File: config.mk
export PLATFORM = sky130hd
export DESIGN_NAME = dac_diag_seq
export DESIGN_NICKNAME = d
export VERILOG_FILES = /design/src/rtl/dac_diag_pkg.sv /design/src/rtl/dac_diag_therm.sv /design/src/rtl/dac_diag_outlier.sv /design/src/rtl/dac_diag_locate.sv /design/src/rtl/dac_diag_seq.sv
export SDC_FILE = /design/constraint.sdc
export NUM_CORES = 2
export LEC_CHECK = 0
export BUFFER_PORTS_ARGS = -buffer_cell sky130_fd_sc_hd__buf_2
export CAP_MARGIN = 20
export CORE_ASPECT_RATIO = 0.75
export CORE_MARGIN = 1.5
export CORE_UTILIZATION = 60
export DETAILED_ROUTE_END_ITERATION = 12
export PLACE_DENSITY_LB_ADDON = 0.12
export SLEW_MARGIN = 20
export SYNTH_ARGS = -nofsm -noshare
export SYNTH_HDL_FRONTEND = slang
export SYNTH_HIERARCHICAL = 1
export SYNTH_SLANG_ARGS = --single-unit
File: constraint.sdc
create_clock -name clk -period 10.9 [get_ports clk]
set_input_delay 2.18 -clock clk [delete_from_list [all_inputs] [get_ports clk]]
set_output_delay 2.18 -clock clk [all_outputs]
set_load 0.02 [all_outputs]
File: src/rtl/dac_diag_pkg.sv
package dac_diag_pkg;

   typedef enum logic [2:0] {
      ST_IDLE = 3'd0,
      ST_EST  = 3'd1,
      ST_ROW  = 3'd2,
      ST_COL  = 3'd3,
      ST_EVAL = 3'd4,
      ST_DONE = 3'd5
   } seq_state_t;

   typedef struct packed {
      logic pass;
      logic fault;
      logic ambig;
   } verdict_t;

endpackage

File: src/rtl/dac_diag_therm.sv
module dac_diag_therm #(
   parameter int CELLS  = 16,
   parameter int STEP_W = 5
) (
   input  logic [STEP_W-1:0] level,
   output logic [CELLS-1:0]  code
);

   if (CELLS >= (1 << STEP_W)) begin : g_bad_width
      $error("dac_diag_therm: STEP_W too narrow for CELLS");
   end

   // Cell i is on when the level exceeds i; the code saturates at full scale.
   for (genvar i = 0; i < CELLS; i++) begin : g_cell
      assign code[i] = (level > STEP_W'(i));
   end

endmodule

File: src/rtl/dac_diag_outlier.sv
module dac_diag_outlier #(
   parameter int N     = 4,
   parameter int SUM_W = 16
) (
   input  logic [N*SUM_W-1:0] sums,
   input  logic [SUM_W-1:0]   threshold,
   output logic [N-1:0]       flags
);

   localparam int EXT_W = SUM_W + $clog2(N) + 3;

   if (N < 2) begin : g_bad_n
      $error("dac_diag_outlier: need at least two entries");
   end

   logic signed [EXT_W-1:0] total;
   logic signed [EXT_W-1:0] nm1;
   logic signed [EXT_W-1:0] lim;

   assign nm1 = $signed(EXT_W'(N - 1));
   assign lim = $signed(EXT_W'(threshold)) * nm1;

   always_comb begin
      total = '0;
      for (int k = 0; k < N; k++) begin
         total = total + EXT_W'($signed(sums[k*SUM_W +: SUM_W]));
      end
   end

   // Scaled comparison: |(N-1)*s - others| > (N-1)*thr is exact.
   for (genvar i = 0; i < N; i++) begin : g_ent
      logic signed [EXT_W-1:0] s_ext;
      logic signed [EXT_W-1:0] diff;
      logic signed [EXT_W-1:0] mag;
      assign s_ext = EXT_W'($signed(sums[i*SUM_W +: SUM_W]));
      assign diff  = (s_ext * nm1) - (total - s_ext);
      assign mag   = diff[EXT_W-1] ? -diff : diff;
      assign flags[i] = (mag > lim);
   end

endmodule

File: src/rtl/dac_diag_locate.sv
module dac_diag_locate #(
   parameter int N = 4
) (
   input  logic [N-1:0]         flags,
   output logic                 none,
   output logic                 single,
   output logic [$clog2(N)-1:0] index
);

   localparam int IW = $clog2(N);

   if (N < 2) begin : g_bad_n
      $error("dac_diag_locate: need at least two entries");
   end

   assign none   = (flags == '0);
   assign single = ($countones(flags) == 1);

   always_comb begin
      index = '0;
      for (int k = 0; k < N; k++) begin
         if (flags[k]) index = IW'(k);
      end
   end

endmodule

File: src/rtl/dac_diag_seq.sv
module dac_diag_seq
   import dac_diag_pkg::*;
#(
   parameter int ROWS   = 4,
   parameter int COLS   = 4,
   parameter int SUM_W  = 16,
   parameter int STEP_W = $clog2(ROWS*COLS + 1)
) (
   input  logic                     clk,
   input  logic                     rst,
   input  logic                     start,
   input  logic [STEP_W-1:0]        est_steps,
   input  logic [SUM_W-1:0]         threshold,
   input  logic                     meas_valid,
   input  logic [SUM_W-1:0]         meas_sum,
   output logic                     meas_req,
   output logic                     test_sel,
   output logic [ROWS*COLS-1:0]     dac_code,
   output logic [ROWS-1:0]          row_en,
   output logic [COLS-1:0]          col_en,
   output logic                     done,
   output logic                     pass,
   output logic                     fault_found,
   output logic                     ambiguous,
   output logic [$clog2(ROWS)-1:0]  fault_row,
   output logic [$clog2(COLS)-1:0]  fault_col
);

   localparam int CELLS = ROWS * COLS;
   localparam int RW    = $clog2(ROWS);
   localparam int CW    = $clog2(COLS);

   if (ROWS < 2 || COLS < 2) begin : g_bad_dim
      $error("dac_diag_seq: matrix must be at least 2x2");
   end
   if (STEP_W < $clog2(CELLS + 1)) begin : g_bad_step
      $error("dac_diag_seq: STEP_W cannot index the matrix");
   end
   if (SUM_W < 4) begin : g_bad_sum
      $error("dac_diag_seq: SUM_W too small");
   end

   seq_state_t              state;
   logic [STEP_W-1:0]       idx;
   logic [STEP_W-1:0]       steps_q;
   logic [ROWS*SUM_W-1:0]   row_sums;
   logic [COLS*SUM_W-1:0]   col_sums;
   verdict_t                verdict;
   logic                    take;
   logic                    begin_run;
   logic [ROWS-1:0]         row_flags;
   logic [COLS-1:0]         col_flags;
   logic                    row_none, row_one, col_none, col_one;
   logic [RW-1:0]           row_idx;
   logic [CW-1:0]           col_idx;
   logic [CELLS-1:0]        ramp_code;

   assign meas_req  = (state == ST_EST) || (state == ST_ROW) || (state == ST_COL);
   assign take      = meas_req && meas_valid;
   assign begin_run = start && ((state == ST_IDLE) || (state == ST_DONE));
   assign test_sel  = (state == ST_ROW) || (state == ST_COL);
   assign done      = (state == ST_DONE);

   always_ff @(posedge clk) begin
      if (rst) begin
         state     <= ST_IDLE;
         idx       <= '0;
         steps_q   <= '0;
         row_sums  <= '0;
         col_sums  <= '0;
         verdict   <= '0;
         fault_row <= '0;
         fault_col <= '0;
      end else begin
         unique case (state)
            ST_IDLE, ST_DONE: begin
               if (begin_run) begin
                  verdict   <= '0;
                  fault_row <= '0;
                  fault_col <= '0;
                  steps_q   <= est_steps;
                  idx       <= '0;
                  state     <= (est_steps == '0) ? ST_ROW : ST_EST;
               end
            end
            ST_EST: begin
               if (take) begin
                  if (idx + 1'b1 == steps_q) begin
                     idx   <= '0;
                     state <= ST_ROW;
                  end else begin
                     idx <= idx + 1'b1;
                  end
               end
            end
            ST_ROW: begin
               if (take) begin
                  row_sums[idx*SUM_W +: SUM_W] <= meas_sum;
                  if (idx == STEP_W'(ROWS - 1)) begin
                     idx   <= '0;
                     state <= ST_COL;
                  end else begin
                     idx <= idx + 1'b1;
                  end
               end
            end
            ST_COL: begin
               if (take) begin
                  col_sums[idx*SUM_W +: SUM_W] <= meas_sum;
                  if (idx == STEP_W'(COLS - 1)) begin
                     idx   <= '0;
                     state <= ST_EVAL;
                  end else begin
                     idx <= idx + 1'b1;
                  end
               end
            end
            ST_EVAL: begin
               verdict.pass  <= row_none && col_none;
               verdict.fault <= row_one && col_one;
               verdict.ambig <= !(row_none && col_none) && !(row_one && col_one);
               if (row_one && col_one) begin
                  fault_row <= row_idx;
                  fault_col <= col_idx;
               end
               state <= ST_DONE;
            end
            default: state <= ST_IDLE;
         endcase
      end
   end

   assign pass        = verdict.pass;
   assign fault_found = verdict.fault;
   assign ambiguous   = verdict.ambig;

   dac_diag_therm #(.CELLS(CELLS), .STEP_W(STEP_W)) u_therm (
      .level (idx),
      .code  (ramp_code)
   );
   assign dac_code = (state == ST_EST) ? ramp_code : '0;

   for (genvar r = 0; r < ROWS; r++) begin : g_row_en
      assign row_en[r] = (state == ST_COL) || ((state == ST_ROW) && (idx == STEP_W'(r)));
   end
   for (genvar c = 0; c < COLS; c++) begin : g_col_en
      assign col_en[c] = (state == ST_ROW) || ((state == ST_COL) && (idx == STEP_W'(c)));
   end

   dac_diag_outlier #(.N(ROWS), .SUM_W(SUM_W)) u_row_chk (
      .sums      (row_sums),
      .threshold (threshold),
      .flags     (row_flags)
   );
   dac_diag_outlier #(.N(COLS), .SUM_W(SUM_W)) u_col_chk (
      .sums      (col_sums),
      .threshold (threshold),
      .flags     (col_flags)
   );

   dac_diag_locate #(.N(ROWS)) u_row_loc (
      .flags  (row_flags),
      .none   (row_none),
      .single (row_one),
      .index  (row_idx)
   );
   dac_diag_locate #(.N(COLS)) u_col_loc (
      .flags  (col_flags),
      .none   (col_none),
      .single (col_one),
      .index  (col_idx)
   );


   reset_idle_chk: assert property (@(posedge clk)
      rst |=> (!meas_req && !done && !test_sel && dac_code == '0 &&
               row_en == '0 && col_en == '0 && !pass && !fault_found && !ambiguous));


   hold_sel_chk: assert property (@(posedge clk) disable iff (rst)
      (meas_req && !meas_valid) |=> (meas_req && $stable(row_en) && $stable(col_en) &&
                                     $stable(dac_code) && $stable(test_sel)));


   sel_shape_chk: assert property (@(posedge clk) disable iff (rst)
      test_sel |-> (($countones(row_en) == 1 && col_en == '1) ||
                    ($countones(col_en) == 1 && row_en == '1)));


   one_verdict_chk: assert property (@(posedge clk) disable iff (rst)
      done |-> ($countones({pass, fault_found, ambiguous}) == 1));


   done_hold_chk: assert property (@(posedge clk) disable iff (rst)
      (done && !start) |=> (done && $stable(pass) && $stable(fault_found) &&
                            $stable(ambiguous) && $stable(fault_row) && $stable(fault_col)));


   est_mode_chk: assert property (@(posedge clk) disable iff (rst)
      (meas_req && !test_sel) |-> (row_en == '0 && col_en == '0));

endmodule

==> summary.txt <==
Die
  • Full die area: 61510 µm²
  • I/O Pins: 75
  • Starting Density: 0.6087
  • Number of core rows: 77
  • Die Span X: 285.9 µm
  • Core footprint: 59150 µm²
  • Die height: 215.2 µm

Routing
  • Post-DR vias/cell: 5.967
  • Post-route DRC: 0
  • Initial DRC count: 3370
  • Antenna viol nets, final: 0
  • Post-Route WL: 112600 µm
  • DR vias: 33590
  • DRT Pass-1 Iters: 6
  • Wire per inst: 20.01 µm

Job
  • # Max-Cap Violations: 0

Critical path
  • Buf/Inv on CP: 7
  • Largest delay contributor family on the critical path: compound AO/OA/AOI/OAI gates
  • Critical path type: flop to flop
  • CP arrival: 11240 ps
  • Crit. End Element: flop
  • Worst-path cell with the longest stage delay: fa_1
  • Critical path's largest stage delay: 490 ps
  • Worst setup SP type: flop
  • Crit-path most repeated cell: a21oi_2
  • Crit Path Max Fanout: 5
  • CP required: 11290 ps

Pwr
  • Pleak: 0.01912 µW
  • Switching Fraction: 0.5124
  • Register share of total power: 0.051
  • Clk pwr share: 0.056
  • Comb pwr share: 0.894
  • Psw: 5854 µW
  • VDD IR-drop max: 0.0003460 V
  • PwrDens: 272.1 nW/µm²
  • Int Power: 5571 µW

Clocking
  • # H-tree levels: 4
  • CTS root buffer: clkbuf_16
  • CTS sink count: 148
  • Clk buf depth: 2
  • Clk Latency, worst-skew pair: 460 ps
  • CTS tree: done
  • Reg clk slew, reported paths: 70 ps
  • CTS buffer count: 17

Logic synthesis
  • Synth area leaders: ha_1, xnor2_1, fa_1
  • FF+latch count, synth: 148
  • Top cell type's share of synthesized area: 0.2172
  • Gate Count Post-Synth: 4339
  • Post-synth net total: 5203
  • Most instantiated library cell after synthesis: ha_1
  • Post-synth EDFFs: 0
  • Synth cell types: 115
  • Seq/Total Area, Yosys: 0.08228
  • Synth Flop Type: dfxtp_1
  • Synth cell count leaders: ha_1, xnor2_1, nor2_1, nand2_1, inv_1
  • Yosys warns: 6
  • Synthesized cell area: 36010 µm²
  • Syn_area_per_cell: 8.299 µm²
  • Area leader, netlist: ha_1
  • Async SR Flop Fraction: 0

Timing
  • Fin. Hold Viols: 0
  • Max-slew headroom: 0.2453
  • Sum Neg Setup Slack: 0 ps
  • Worst slew pin tran: 1124 ps
  • Tcrit/Tclk final: 0.9950
  • Setup violators final: 0
  • Clock Skew: 8.005 ps
  • Fin. max-slew vios: 0
  • Fmax: 92.20 MHz
  • RSZ-0062 raised after global routing: yes
  • Final worst path period need: 10850 ps

Cells and area
  • Layout fillers: 4831
  • Nets: 5687
  • Area Growth Syn to Fin: 16.59%
  • Finished Layout Cells: 5629
  • Share of cells above drive strength 1: 0.1706
  • Register area: 2970 µm²
  • Area of the multi-input gates: 32410 µm²

Placement
  • Cells after DPL: 5555
  • Gpl congestion: 0.9699
  • HPWL after detailed placement: 93310 µm
  • Buffers on Ports: 74

Run status
  • Outcome: finished, final reports clean

Worst hold path
  • Hold Path Class: flop to flop

GRT
  • Antenna violations before repair: 5
  • Number of global-route vias before repair: 31110
  • First-pass GRT wire length: 174500 µm
  • Largest net degree at the start of global routing: 77
  • GRT Total Usage: 0.3572
  • GR Overflow Total: 0
worst paths after layout:
path / startpoint / end / slack [ps] / cells past startpoint
max: row_sums[17] / fault_row[0] / 50 / 53
min: steps_q[0] / steps_q[0] / 480 / 2
max reg2reg: row_sums[17] / fault_row[0] / 50 / 53
min reg2reg: steps_q[0] / steps_q[0] / 480 / 2
cell type report:
class                      count  share of cell area
antenna                        3           0.0001788
tap                          790             0.02354
multi-input combinational   3836              0.7720
inverter                     280             0.02503
clock buffer                  18             0.01022
sequential                   148             0.07075
timing repair buffer         540             0.09411
clock inverter                14            0.004202
per-layer routing:
metal	share of wire	GRT usage
met5	0.00052	0
met4	0.015	0.05626
met3	0.11	0.07272
met2	0.39	0.4906
met1	0.49	0.5684
tightest hold or removal path, stage by stage, from the launching register on:
cell and delay (ps):
dfxtp_1 320, nand2_1 60, a21oi_1 50
state kept, by name, indices dropped and copies added (netlist names):
name         flops
col_sums        64
pass             1
steps_q          5
idx              5
fault_found      1
fault_row        2
state            3
row_sums        64
fault_col        2
ambiguous        1
logic make-up after synthesis:
group	count (synthesis)	share of synthesized area
muxes	174	0.04990
DFF	148	0.08228
buffers and inverters	355	0.03985
AOI/OAI and AO/OA	929	0.1669
and+or+nand+nor	1248	0.1713
xor gates and xnor gates	662	0.1625
adders and majority gates	823	0.3272
stage by stage:
step	worst slack [ps]	utilization	total power [µW]	hold WS [ps]	area [µm²]
floorplan	501.2	-	6440	448.1	36010
global placement	-356.3	0.6802	9104	457.7	40240
detailed placement	-550.9	0.6802	9271	464.1	40240
CTS	25.50	0.6957	10240	476.2	41160
global route	-310.0	0.7096	12320	503.1	41980
finish	54.46	0.7097	11430	477.2	41980
repair_timing:
| item | CTS | global route |
|---|---|---|
| hold buffers | 0 | 0 |
| buffers inserted | 15 | 20 |
| setup endpoints to repair | 6 | 7 |
| cloned | 1 | 4 |
| pin swaps | 21 | 104 |
| gates resized for setup | 47 | 138 |
cells in the final DEF (no fill, tap or decap), types with 42 or more instances in the layout:
master and instances:
o21a_1 42, mux2i_1 129, a21o_1 92, and2_1 64, dfxtp_1 142, nand2_1 337, nor3_1 85, ha_1 618
xnor2_1 498, xor2_1 128, a211oi_1 43, nor2b_1 44, inv_1 273, buf_4 450, fa_1 194, o21ai_0 196
a21oi_1 241, nor2_1 353, buf_2 76, nand3_1 72
power groups by stage:
stage,clock (µW),sequential [µW],combinational [µW]
2_1_floorplan,0,579,5860
3_3_place_gp,0,589,8520
3_5_place_dp,0,589,8680
4_1_cts,639,577,9020
5_1_grt,663,581,11100
6_report,637,578,10200
(Power assumes the default switching activity.)
